<file path="config.mk">
export PLATFORM = sky130hd
export DESIGN_NAME = enc_alu
export DESIGN_NICKNAME = d
export VERILOG_FILES = /design/src/rtl/enc_alu_pkg.sv /design/src/rtl/enc_alu_decode.sv /design/src/rtl/enc_alu_opmux.sv /design/src/rtl/enc_alu_core.sv /design/src/rtl/enc_alu_flag.sv /design/src/rtl/enc_alu.sv
export SDC_FILE = /design/constraint.sdc
export NUM_CORES = 1
export LEC_CHECK = 0
export ABC_CLOCK_PERIOD_IN_PS = 6300
export BUFFER_PORTS_ARGS = -buffer_cell sky130_fd_sc_hd__buf_2
export CAP_MARGIN = 20
export CORE_MARGIN = 2
export CORE_UTILIZATION = 35
export DETAILED_ROUTE_END_ITERATION = 10
export PLACE_DENSITY = 0.57
export SYNTH_ARGS = -nofsm -noshare
export SYNTH_HDL_FRONTEND = slang
export SYNTH_HIERARCHICAL = 1
export SYNTH_SLANG_ARGS = --single-unit
</file>
<file path="constraint.sdc">
create_clock -name clk -period 6.3 [get_ports clk]
set_input_delay 1.575 -clock clk [delete_from_list [all_inputs] [get_ports clk]]
set_output_delay 1.575 -clock clk [all_outputs]
set_load 0.01 [all_outputs]
</file>
<file path="src/rtl/enc_alu_pkg.sv">
package enc_alu_pkg;

    localparam int FUNC_W = 4;
    localparam int SEL_W  = 3;

    typedef enum logic [SEL_W-1:0] {
        SEL_ADD = 3'b000,
        SEL_SUB = 3'b001,
        SEL_AND = 3'b010,
        SEL_OR  = 3'b011,
        SEL_XOR = 3'b100,
        SEL_CLR = 3'b101
    } alu_sel_e;

    typedef struct packed {
        logic             valid;
        logic [SEL_W-1:0] sel;
    } alu_dec_t;

    function automatic alu_dec_t decode_func(input logic [FUNC_W-1:0] f);
        alu_dec_t d;
        d.sel   = f[SEL_W-1:0];
        d.valid = f[FUNC_W-1] && (f[SEL_W-1:0] <= SEL_CLR);
        return d;
    endfunction

endpackage

</file>
<file path="src/rtl/enc_alu_decode.sv">
module enc_alu_decode
    import enc_alu_pkg::*;
(
    input  logic [FUNC_W-1:0] func,
    output alu_dec_t          dec
);
    always_comb begin
        dec = decode_func(func);
    end
endmodule

</file>
<file path="src/rtl/enc_alu_opmux.sv">
module enc_alu_opmux #(
    parameter int DATA_W = 32,
    parameter int IMM_W  = 8
) (
    input  logic [DATA_W-1:0] op_b_reg,
    input  logic [IMM_W-1:0]  imm,
    input  logic              use_imm,
    output logic [DATA_W-1:0] op_b
);
    localparam int PAD_W = DATA_W - IMM_W;

    generate
        if (PAD_W > 0) begin : g_pad
            always_comb begin
                op_b = use_imm ? {{PAD_W{1'b0}}, imm} : op_b_reg;
            end
        end else begin : g_nopad
            always_comb begin
                op_b = use_imm ? imm[DATA_W-1:0] : op_b_reg;
            end
        end
    endgenerate
endmodule

</file>
<file path="src/rtl/enc_alu_core.sv">
module enc_alu_core
    import enc_alu_pkg::*;
#(
    parameter int DATA_W = 32
) (
    input  alu_dec_t          dec,
    input  logic [DATA_W-1:0] a,
    input  logic [DATA_W-1:0] b,
    output logic [DATA_W-1:0] result
);
    logic              is_sub;
    logic [DATA_W-1:0] b_adj;
    logic [DATA_W-1:0] sum;

    always_comb begin
        is_sub = (dec.sel == SEL_SUB);
        b_adj  = b ^ {DATA_W{is_sub}};
        sum    = a + b_adj + {{(DATA_W-1){1'b0}}, is_sub};
    end

    always_comb begin
        result = '0;
        if (dec.valid) begin
            case (alu_sel_e'(dec.sel))
                SEL_ADD, SEL_SUB: result = sum;
                SEL_AND:          result = a & b;
                SEL_OR:           result = a | b;
                SEL_XOR:          result = a ^ b;
                default:          result = '0;
            endcase
        end
    end
endmodule

</file>
<file path="src/rtl/enc_alu_flag.sv">
module enc_alu_flag #(
    parameter int DATA_W = 32
) (
    input  logic              clk,
    input  logic              rst_n,
    input  logic              update,
    input  logic [DATA_W-1:0] result,
    output logic              zero
);
    typedef struct packed {
        logic zero;
    } flag_state_t;

    flag_state_t state_d, state_q;

    always_comb begin
        state_d = state_q;
        if (update) begin
            state_d.zero = ~|result;
        end
    end

    always_ff @(posedge clk or negedge rst_n) begin
        if (!rst_n) begin
            state_q <= '0;
        end else begin
            state_q <= state_d;
        end
    end

    assign zero = state_q.zero;
endmodule

</file>
<file path="src/rtl/enc_alu.sv">
module enc_alu
    import enc_alu_pkg::*;
#(
    parameter int DATA_W = 32,
    parameter int IMM_W  = 8
) (
    input  logic              clk,
    input  logic              rst_n,
    input  logic [3:0]        func,
    input  logic [DATA_W-1:0] op_a,
    input  logic [DATA_W-1:0] op_b_reg,
    input  logic [IMM_W-1:0]  imm,
    input  logic              use_imm,
    input  logic              flag_en,
    output logic [DATA_W-1:0] result,
    output logic              zero_flag
);
    alu_dec_t          dec;
    logic [DATA_W-1:0] op_b;
    logic              flag_upd;

    enc_alu_decode u_dec (
        .func (func),
        .dec  (dec)
    );

    enc_alu_opmux #(.DATA_W(DATA_W), .IMM_W(IMM_W)) u_mux (
        .op_b_reg (op_b_reg),
        .imm      (imm),
        .use_imm  (use_imm),
        .op_b     (op_b)
    );

    enc_alu_core #(.DATA_W(DATA_W)) u_core (
        .dec    (dec),
        .a      (op_a),
        .b      (op_b),
        .result (result)
    );

    assign flag_upd = flag_en && dec.valid;

    enc_alu_flag #(.DATA_W(DATA_W)) u_flag (
        .clk    (clk),
        .rst_n  (rst_n),
        .update (flag_upd),
        .result (result),
        .zero   (zero_flag)
    );
endmodule

</file>
==> impl_metrics.csv <==
group,metric,value,unit
timing,post-route-period-util,98.79,%
timing,finalHoldViolations,0,
place,gp_congestion,0.9686,
setup_path,cp.arrival,4650,ps
global_routing,grt_pass1_vias,5077,
die,dieArea,0.01400,mm2
setup_path,crit_fanout,6,
cells_and_area,largest_reg_flops,1,
die,fp.dieH,118.3,um
synthesis,yosys-top-cells-area,"ha_1 28%, xnor2_1 7.9%, inv_1 5.7%, a22oi_1 5.3%, a21oi_1 4.4%",
setup_path,critical_path_class,"in2out",
cells_and_area,nets,929,
drt,wl,15190,um
place,dp_hpwl,12120,um
synthesis,netlist.top_cell.by_area,"ha_1",
synthesis,async_flop_share,100.0,%
die,core,0.01267,mm2
global_routing,grtUsageMet2,38.91,%
synthesis,yosys.area_share.simple,18.65,%
synthesis,synth_mux_area_share,3.556,%
synthesis,synth.net_count,818,
die,die_w,118.3,um
synthesis,synth_top_family_by_area,"compound AO/OA/AOI/OAI gates",
timing,finClkSkew,0,ps
setup_path,crit_path_start_kind,"input port",
global_routing,grt_overflow,0,
place,placed_area,0.005461,mm2
synthesis,synth_top_area_share,27.63,%
job,maxCapViolCount,0,
clocking,insertion_delay,0,ps
synthesis,syn_inst,636,
cells_and_area,drive_gt1_share,25.23,%
global_routing,antenna_found_initial,1,
setup_path,endpoint_kind,"primary output",
cells_and_area,utilization,43.90,%
timing,slew_viol_final,0,
synthesis,avgSynthCellArea,7.192,um2
die,ios,113,
drt,antenna_left,0,
global_routing,grt.busiest_layer,"met2",
timing,worst_pin_slew,711.0,ps
clocking,cts_hold_buf,0,
synthesis,synth_cell_types,70,
synthesis,ys_ff_latch,1,
synthesis,synth_compound_area_share,30.39,%
global_routing,grt.total_usage,20.60,%
clocking,path_clk_slew,0,ps
hold_path,worstHoldPathType,"reg2reg",
die,core.rowCount,41,
place,numPortBuffers,112,
synthesis,synth_fa_ha_area_share,28.06,%
synthesis,syn_area,0.004574,mm2
synthesis,ys_seq_area_share,0.5470,%
drt,vias,5033,
cells_and_area,final_area,0.005563,mm2
drt,drc_errors,0,
global_routing,grt_util_met1,26.50,%
timing,fin_crit,6224,ps
power_and_ir_drop,power.density,92.55,mW/mm2
cells_and_area,regArea,25.02,um2
setup_path,required,4720,ps
timing,max_freq,160.7,MHz
timing,finalSetupViolCount,0,
global_routing,use_met3,1.014,%
timing,relSlewSlack,52.38,%
global_routing,grt_pass1_wl,24700,um
drt,first_pass_iters,5,
cells_and_area,area_growth,21.61,%
power_and_ir_drop,leakage,2.710,nW
power_and_ir_drop,irDropWorstVdd,0.03978,mV
synthesis,synth_xor_area_share,9.382,%
cells_and_area,multi_input_area,0.004218,mm2
die,initial_core_util,36.10,%
synthesis,synth_ff_type,"dfrtp_1",
global_routing,grt_max_degree,36,
timing,fin_setup_tns,0,ps
synthesis,yosysWarnings,6,
status,status,"completed",
drt,drt_iter0_drc,204,
cells_and_area,nFillCells,1348,
synthesis,synth_edf_count,0,
drt,wire_per_inst,16.55,um
drt,via_per_inst,5.483,
clocking,post-cts-setup-buffers,0,
[synthesized netlist by cell type, drive strengths merged (4+ instances only)]
master and count:
nor2 34, mux2 8, and3 4, o21ai 30
ha 101, nand3 7, nor2b 25, mux2i 5
nand3b 4, a31oi 4, o22ai 27, nor4 6
o21a 7, nor3 9, o31ai 8, clkbuf 18
a21o 6, and2 6, nand4 7, a21oi 40
xnor2 41, inv 70, o211ai 8, o22a 5
a211oi 6, buf 18, nand2 42, or3 4
or2 5, a21boi 4, xor2 8, a22oi 32
[path summary, 6_finish.rpt]
kind,from,endpoint,cells after the start,slack [ps]
hold reg to reg,u_flag/zero$_DFFE_PN0P_,u_flag/zero$_DFFE_PN0P_,2,530
hold / removal,u_flag/zero$_DFFE_PN0P_,u_flag/zero$_DFFE_PN0P_,2,530
max in group asynchronous,rst_n,u_flag/zero$_DFFE_PN0P_,1,4830
min in group asynchronous,rst_n,u_flag/zero$_DFFE_PN0P_,1,1370
setup / recovery,use_imm,result[24],12,80
setup reg to reg,u_flag/zero$_DFFE_PN0P_,u_flag/zero$_DFFE_PN0P_,2,5630
[repair_timing]
item | in CTS | in global routing
endpoints found under the hold margin | 0 | 0
gates resized for setup | 1 | 21
endpoints found under the setup margin | 1 | 16
pin swaps | 0 | 2
[placed cells by master (no fill, tap or decap), types with 4 or more instances in the layout]
master      n
nor2_1     33
mux2i_1     5
a21o_1      6
buf_4      30
xnor2_1    39
o22a_1      5
nor2b_1    22
ha_1      100
o21ai_0    26
o22ai_1    27
nor4_1      6
nand3b_1    4
o21a_1      7
a211oi_1    4
and3_1      4
o211ai_1    8
nand2_1    41
inv_1      70
or3_1       4
nand3_1     6
nor3_1      8
buf_2     111
and2_1      5
mux2_4      6
or2_2       4
a21oi_1    40
nand4_1     7
a22oi_1    32
o21ai_1     4
o31ai_2     5
xor2_1      8
[critical path, cell delays in order]
cell and delay (ps):
clkbuf_4 150, mux2_2 370, nor4b_4 240, a21oi_1 100, fa_2 360, nand3b_1 220, a211oi_2 320, o2111a_1 270
a211o_4 150, or4b_2 620, nand3_2 120, buf_2 130
[power by group]
part           internal, mW  switching (mW)
logic                 0.217           0.289
registers           0.00802         0.00121
clock network   0.000000425               0
total                 0.225           0.290
[layout make-up]
class                      count  share of cell area (%)
sequential                     1                  0.4498
timing repair buffer         145                   15.09
tap                          172                   3.869
antenna                        1                 0.04498
inverter                      70                   4.723
multi-input combinational    529                   75.82
[routing by layer]
| layer | routed length (um) | share of wire, % | up-vias |
|---|---|---|---|
| met4 | 40 | 0.26 | 0 |
| met5 | 0 | 0 | - |
| met2 | 7649 | 50 | 126 |
| met3 | 637 | 4.2 | 5 |
| met1 | 6865 | 45 | 2396 |
| li1 | - | - | 2506 |
[through the flow]
stage / hold WS, ps / setup slack (ps) / total power, mW / instances
after floorplan: 532.7 / 62.72 / 0.3457 / 636
after global placement: 536.9 / 102.0 / 0.4898 / 917
after detailed placement: 544.3 / 36.15 / 0.4969 / 917
after CTS: 544.7 / 71.29 / 0.5009 / 917
after global routing: 559.5 / -29.39 / 0.5698 / 917
final: 532.1 / 76.02 / 0.5148 / 918
[kinds of logic after synthesis]
logic type,Yosys count
adder cells (fa/ha/maj),102
AO/OA/AOI/OAI,202
AND/OR/NAND/NOR,163
flip-flops,1
buffers and inverters,106
XOR/XNOR,49
multiplexers,13
No activity file was read; power rests on OpenSTA's default activity.
